**config.mk**
```make
export PLATFORM = sky130hd
export DESIGN_NAME = evpair_counter
export DESIGN_NICKNAME = d
export VERILOG_FILES = /design/src/rtl/evpair_counter.sv
export SDC_FILE = /design/constraint.sdc
export NUM_CORES = 1
export LEC_CHECK = 0
export BUFFER_PORTS_ARGS = -buffer_cell sky130_fd_sc_hd__buf_2
export CORE_MARGIN = 3
export CORE_UTILIZATION = 63
export DETAILED_ROUTE_END_ITERATION = 7
export GPL_TIMING_DRIVEN = 0
export PLACE_DENSITY_LB_ADDON = 0.25
export SYNTH_ARGS = -nofsm -noshare
export SYNTH_HDL_FRONTEND = slang
export SYNTH_SLANG_ARGS = --single-unit
```
**constraint.sdc**
```tcl
create_clock -name clk -period 5.3 [get_ports clk]
set_clock_uncertainty 0.15 [all_clocks]
set_input_delay 1.06 -clock clk [delete_from_list [all_inputs] [get_ports clk]]
set_output_delay 1.06 -clock clk [all_outputs]
set_load 0.01 [all_outputs]
```
**src/rtl/evpair_counter.sv**
```systemverilog
module evpair_counter #(
  parameter int CNT_W = 32,
  parameter int TYPE_W = 8,
  parameter logic [TYPE_W-1:0] EV_SW    = 8'h00,
  parameter logic [TYPE_W-1:0] EV_CYC   = 8'h11,
  parameter logic [TYPE_W-1:0] EV_CHAIN = 8'h1E
) (
  input  logic             clk,
  input  logic             rst,
  input  logic             cyc_evt,
  input  logic             bus_wr,
  input  logic [3:0]       bus_addr,
  input  logic [CNT_W-1:0] bus_wdata,
  output logic [CNT_W-1:0] bus_rdata
);
  localparam logic [3:0] A_CTR0 = 4'd0, A_CTR1 = 4'd1, A_TYP0 = 4'd2, A_TYP1 = 4'd3,
                         A_ENS = 4'd4, A_ENC = 4'd5, A_OVF = 4'd6, A_RUN = 4'd7, A_SWI = 4'd8;
  localparam int PAD_T = CNT_W - TYPE_W;
  localparam int PAD_2 = CNT_W - 2;

  logic [CNT_W-1:0]  c0, c1;
  logic [TYPE_W-1:0] typ0, typ1;
  logic [1:0]        en, ovf;
  logic              gen;

  logic [1:0] swp;
  logic chained, hit0, hit1, inc0, inc1, wrap0, wrap1;

  function automatic logic wsel(input logic [3:0] a);
    return bus_wr && (bus_addr == a);
  endfunction

  assign swp     = wsel(A_SWI) ? bus_wdata[1:0] : 2'b00;
  assign chained = (typ1 == EV_CHAIN);
  assign hit0    = ((typ0 == EV_CYC) && cyc_evt) || ((typ0 == EV_SW) && swp[0]);
  assign inc0    = gen && en[0] && hit0;
  assign wrap0   = inc0 && (&c0);
  assign hit1    = chained ? wrap0
                           : (((typ1 == EV_CYC) && cyc_evt) || ((typ1 == EV_SW) && swp[1]));
  assign inc1    = gen && en[1] && hit1;
  assign wrap1   = inc1 && (&c1);

  always_ff @(posedge clk) begin
    if (rst) begin
      c0 <= '0; c1 <= '0; typ0 <= '0; typ1 <= '0;
      en <= '0; ovf <= '0; gen <= 1'b0;
    end else begin
      if (wsel(A_CTR0))  c0 <= bus_wdata;
      else if (inc0)     c0 <= c0 + 1'b1;
      if (wsel(A_CTR1))  c1 <= bus_wdata;
      else if (inc1)     c1 <= c1 + 1'b1;
      if (wsel(A_TYP0))  typ0 <= bus_wdata[TYPE_W-1:0];
      if (wsel(A_TYP1))  typ1 <= bus_wdata[TYPE_W-1:0];
      if (wsel(A_ENS))   en <= en | bus_wdata[1:0];
      else if (wsel(A_ENC)) en <= en & ~bus_wdata[1:0];
      if (wsel(A_RUN))   gen <= bus_wdata[0];
      ovf[0] <= (ovf[0] && !(wsel(A_OVF) && bus_wdata[0])) || (wrap0 && !chained);
      ovf[1] <= (ovf[1] && !(wsel(A_OVF) && bus_wdata[1])) || wrap1;
    end
  end

  always_comb begin
    case (bus_addr)
      A_CTR0:        bus_rdata = c0;
      A_CTR1:        bus_rdata = c1;
      A_TYP0:        bus_rdata = {{PAD_T{1'b0}}, typ0};
      A_TYP1:        bus_rdata = {{PAD_T{1'b0}}, typ1};
      A_ENS, A_ENC:  bus_rdata = {{PAD_2{1'b0}}, en};
      A_OVF:         bus_rdata = {{PAD_2{1'b0}}, ovf};
      A_RUN:         bus_rdata = {{(CNT_W-1){1'b0}}, gen};
      default:       bus_rdata = '0;
    endcase
  end
endmodule


```
==> flow_summary.yaml, run 1 <==
yosys:
  syn_nets: 749
  netlist_area_mm2: 0.00547
  synthDistinctLibCells: 53
  synth_seq_cells: 85
  synthTopCellsByArea: "dfxtp_1 (31%), nor2_1 (8.8%), a211oi_1 (5.8%)"
  synthCells: 707
  synthArstFlopShare_pct: 0
  avgSynthCellArea_um2: 7.73
  synth_edf_count: 0
  synth_area_leader_cell: "dfxtp_1"
  synth-main-ff-cell: "dfxtp_1"
  synth_most_common_cell: "nor2_1"
  synthDominantCellAreaShare_pct: 31.1
  synth_seq_area_share_pct: 31.1
  yosysWarnings: 0
  synthTopCellsByCount: "nor2_1 (128), dfxtp_1 (85), clkbuf_1 (49)"
clock_network:
  ctsResizeCount: 0
  path_clk_slew_ps: 100
  cts_tree: "done"
  holdBufCountCts: 0
  clk_latency_ps: 390
  cts_setup_buffers: 0
  root_buffer: "clkbuf_8"
  cts_buffers: 9
  cts.sinks: 85
  clk_path_buf_depth: 2
  htreeDepth: 3
detailed_routing:
  finalWirelength_mm: 20.7
  via_count: 6462
  vias_per_cell: 7.20
  drc: 0
  ant_nets: 0
  wl_per_cell_um: 23.1
  initialDrtViolationCount: 800
  first_pass_iters: 6
timing:
  drv_slew: 0
  fin_crit_ps: 4510
  worstMarginPinSlew_ps: 1020
  hold_viol: 0
  rsz0062_at_grt: "no"
  fin_crit_sh_pct: 85.0
  slew_headroom_pct: 31.8
  fmax_ghz: 0.222
  finalSetupViolCount: 0
  fin_setup_tns_ps: 0
placed_design:
  placed_cells: 882
  hpwl_mm: 15.2
  place_congestion: 1.04
  placed_area_mm2: 0.00595
  io_buffers: 70
global_routing:
  grt_usage_pct: 42.3
  grt_first_pass_wirelength_mm: 32.5
  met3_usage_pct: 9.61
  grt_max_degree: 17
  first_global_vias: 6088
  use_met2_pct: 65.7
  gr-max-usage-layer: "met2"
  grt.overflow.total: 0
  gr-usage-met1_pct: 53.3
  grt_antenna_before_repair: 0
floorplan:
  start_util_pct: 65.5
  fp-row-count: 33
  core_mm2: 0.00834
  die_w_um: 99.2
  fp.dieArea_mm2: 0.00983
  chipHeight_um: 99.2
  io_pins: 72
critical_path:
  critPathArrivalTime_ps: 3300
  worstSetupEndpointType: "output pin"
  cp_slowest_stage_delay_ps: 950
  worst_ep_required_time_ps: 4090
  crit_path_max_fanout: 10
  worst_path_max_delay_cell: "nor4b_2"
  critPathKind: "input port to output pin"
  worstSetupStartpointType: "input port"
  cp_cell_sequence: "buf_2 -> clkbuf_1 -> nor4b_2 -> clkbuf_1 -> a22oi_1 -> nor2_1 -> buf_2"
pwr:
  p_leak_nw: 2.07
  power.density_mw_per_mm2: 207
  finalPower_mw: 1.27
  max-vdd-ir-drop_v: 0.000161
cells_and_area:
  finalInstanceArea_mm2: 0.00613
  drive_gt1_share_pct: 12.9
  antenna_cells: 0
  final_cell_count_no_fill: 898
  n_fill_cell: 693
  area_growth_pct: 12.1
  fin_nets: 830
job:
  cap_violations: 0
hold_path:
  hold_class: "flip-flop to flip-flop"
status:
  outcome: "finished clean"
routing by layer:
metal | up-vias | wire [um]
met2 | 552 | 9010
met3 | 155 | 2570
met4 | 0 | 1710
met5 | - | 0
li1 | 2839 | -
met1 | 2916 | 7460
cell type report:
cell class	instances	area (um2)	area share, %
Buffer	55	211	3.45
Clock buffer	9	124	2.02
Clock inverter	7	56.3	0.919
Inverter	7	26.3	0.429
Multi-Input combinational cell	560	3530	57.6
Sequential cell	85	1700	27.8
Tap cell	105	131	2.14
Timing Repair Buffer	70	350	5.72
per-stage QoR:
step	hold slack (ps)	util [%]	setup WS (ps)
after floorplan	299	-	1660
after CTS	346	73.5	916
after detailed placement	332	71.3	923
final	344	73.5	794
after global routing	366	73.5	724
after global placement	315	71.3	975
state kept, by name (all words and copies together), names as in the netlist, named ones only:
| name | cells |
|---|---|
| gen | 1 |
| c1 | 32 |
| typ1 | 8 |
| ovf | 2 |
| typ0 | 8 |
| c0 | 32 |
cell usage in the layout, fill, tap and decap left out, types with 4 or more instances in the layout:
cell and count:
nand2_1 45, nor3_1 30, and4_1 22, mux2i_1 22, a21oi_1 8, mux4_2 6, a31oi_1 5, xor2_1 11
xnor2_1 17, clkbuf_1 49, nor2_1 128, o31a_1 4, or4_1 4, clkbuf_8 9, o21a_1 5, nand4_1 27
and3_1 9, a311oi_1 11, a22oi_1 24, or3_1 8, and2_1 14, inv_1 7, nor4_1 30, buf_2 74
dfxtp_1 85, o31ai_1 6, a211oi_1 42, nand3_1 34, o21ai_0 14
worst paths after layout:
kind | from | end | slack [ps] | cells past startpoint
setup / recovery | bus_addr[1] | bus_rdata[20] | 790 | 7
hold / removal | ovf[0] | ovf[0] | 340 | 2
setup reg to reg | c0[7] | ovf[1] | 2050 | 8
hold reg to reg | ovf[0] | ovf[0] | 340 | 2
kinds of logic (layout without fill, tap and decap cells):
kind of cell,after synthesis,after routing,synth area share (%)
fa+ha+maj,2,2,0.458
mux,28,28,6.50
xor+xnor,28,28,4.49
simple gates,367,367,34.3
flops,85,85,31.1
compound gates,135,135,18.8
buf+inv,62,148,4.35
power breakdown:
part	internal, mW	total, mW	switching [mW]
logic	0.0418	0.123	0.0813
registers	0.653	0.678	0.0247
clock network	0.178	0.466	0.287
total	0.873	1.27	0.393
critical path, delay by kind of cell:
| family | cells | cell delay [ps] |
|---|---|---|
| buffers and inverters | 4 | 960 |
| AOI/OAI and AO/OA | 1 | 180 |
| and+or+nand+nor | 2 | 1080 |
No activity file was read; power rests on OpenSTA's default activity.
==> run 2: changes to the inputs <==
- CORE_UTILIZATION: 63 -> 53
- clock period: 5.3 -> 3.8 ns (I/O delays scaled with it)
==> run 2 against run 1 <==
Worst setup slack worse by 650 ps. Global-route usage down 5.1 points. Worst hold slack better by 26 ps. First-iteration DRC count up 7.4%. Core utilization down 11 points. Clock power up 31%. Final area up 1.1%. Combinational power up 43%. Non-clock buffer count up 1. Critical path type unchanged.
==> flow_summary.yaml, run 2 (synthesis results as in run 1) <==
critical_path:
  cp_slowest_stage_delay_ps: 660
  cp_cell_sequence: "buf_2 -> clkbuf_1 -> nor3_2 -> clkbuf_1 -> a22oi_1 -> nor2_1 -> buf_2"
  worst_path_max_delay_cell: "nor3_2"
  critPathKind: "input port to output pin"
  worstSetupEndpointType: "output pin"
  worstSetupStartpointType: "input port"
  crit_path_max_fanout: 11
  worst_ep_required_time_ps: 2890
  critPathArrivalTime_ps: 2750
cells_and_area:
  final_common_cell: "nor2_1"
  antenna_cells: 0
  final_cell_count_no_fill: 927
  multiInputGateArea_mm2: 0.00356
  seqCellArea_mm2: 0.00170
  final_cell_mix: "nor2_1 (128), dfxtp_1 (85), buf_2 (74), clkbuf_1 (49), nand2_1 (45)"
  fin_nets: 832
  reg_top3: "c0 x32, c1 x32"
  post-route-util_pct: 62.5
  drive_gt1_share_pct: 13.1
  finalInstanceArea_mm2: 0.00619
  area_growth_pct: 13.3
  n_fill_cell: 950
timing:
  rsz0062_at_grt: "no"
  finalSetupViolCount: 0
  hold_viol: 0
  worstMarginPinSlew_ps: 1120
  fin_crit_ps: 3660
  fmax_ghz: 0.273
  finalWorstSetupSlack_ps: 141
  fin_crit_sh_pct: 96.3
  slew_headroom_pct: 24.3
  drv_slew: 0
detailed_routing:
  first_pass_iters: 5
  via_count: 6344
  wl_per_cell_um: 23.3
  ant_nets: 0
  vias_per_cell: 6.84
  initialDrtViolationCount: 859
  finalWirelength_mm: 21.6
  drc: 0
floorplan:
  core_mm2: 0.00991
  start_util_pct: 55.2
  io_pins: 72
  fp-row-count: 36
  chipHeight_um: 108
  die_w_um: 108
  fp.dieArea_mm2: 0.0116
placed_design:
  hpwl_mm: 16.2
  io_buffers: 70
  place_congestion: 0.978
  placed_area_mm2: 0.00598
  dp_slack_ps: -206
  placed_cells: 910
global_routing:
  grt_first_pass_wirelength_mm: 33.0
  grt_usage_pct: 37.2
  first_global_vias: 5988
  grt_max_degree: 15
  grt.overflow.total: 0
  grt_antenna_before_repair: 0
hold_path:
  hold_class: "flip-flop to flip-flop"
pwr:
  max-vdd-ir-drop_v: 0.000342
  p_switching_mw: 0.508
  p_comb_share_pct: 10.2
  power.density_mw_per_mm2: 279
  p_leak_nw: 2.06
  clkPwrFrac_pct: 35.2
  finalPower_mw: 1.73
  p_seq_share_pct: 54.6
  cellInternalPower_mw: 1.22
  sw_frac_of_total_pct: 29.4
job:
  cap_violations: 0
clock_network:
  cts_tree: "done"
  cts_buffers: 9
  clk_latency_ps: 390
  root_buffer: "clkbuf_8"
  path_clk_slew_ps: 90
  cts.sinks: 85
  clk_path_buf_depth: 2
  holdBufCountCts: 0
  htreeDepth: 3
status:
  outcome: "finished clean"
-- run 2: cell types whose count changed in the layout (fill, tap and decap cells not counted), sizes merged --
| cell | change |
|---|---|
| nor4b | +1 |
| clkinvlp | +5 |
| buf | +1 |
| clkbuf | +1 |
| clkinv | -3 |
| inv | -4 |
-- run 2: power groups by stage --
stage | clock (mW) | sequential [mW] | combinational (mW)
5_1_grt | 0.651 | 0.946 | 0.187
3_3_place_gp | 0 | 0.962 | 0.160
2_1_floorplan | 0 | 0.950 | 0.0928
3_5_place_dp | 0 | 0.963 | 0.164
6_report | 0.609 | 0.943 | 0.176
4_1_cts | 0.614 | 0.942 | 0.166
-- run 2: cell type report --
type / count / area share (%)
clock buffer: 10 / 2.22
inverter: 7 / 0.424
timing repair buffer: 71 / 5.78
multi-input combinational: 561 / 57.4
buffer: 55 / 3.41
sequential: 85 / 27.5
clock inverter: 5 / 0.606
tap: 133 / 2.69
-- run 2: timing repair --
item / 4_1_cts / 5_1_grt
endpoints found under the hold margin: 0 / 0
pin swaps: 0 / 1
setup endpoints to repair: 20 / 19
gates resized for setup: 2 / 0
gates cloned: 0 / 1
setup buffers: 0 / 1
-- run 2: through the flow --
stage / TNS [ps] / hold WS [ps]
finish: 0 / 370
global route: 0 / 405
CTS: 0 / 357
detailed placement: -4210 / 344
global placement: -6360 / 322
floorplan: 0 / 299
-- run 2: critical path: cells and delay by family --
kind	cells	cell delay [ps]
buffers and inverters	4	1020
AND/OR/NAND/NOR	2	830
AO/OA/AOI/OAI	1	120
-- run 2: final timing paths --
check,slack [ps],cells past startpoint,start,to
worst max-delay path,140,7,bus_addr[1],bus_rdata[13]
worst min-delay path,370,2,ovf[0],ovf[0]
worst max register to register,290,8,typ1[5],c1[22]
worst min register to register,370,2,ovf[0],ovf[0]
-- run 2: layer usage --
metal	track usage, %	vias up	wire length [um]
met5	0	-	0
met4	18.8	0	1290
met3	7.32	84	2140
met2	59.2	408	9620
met1	47.9	3012	8530
li1	-	2840	-
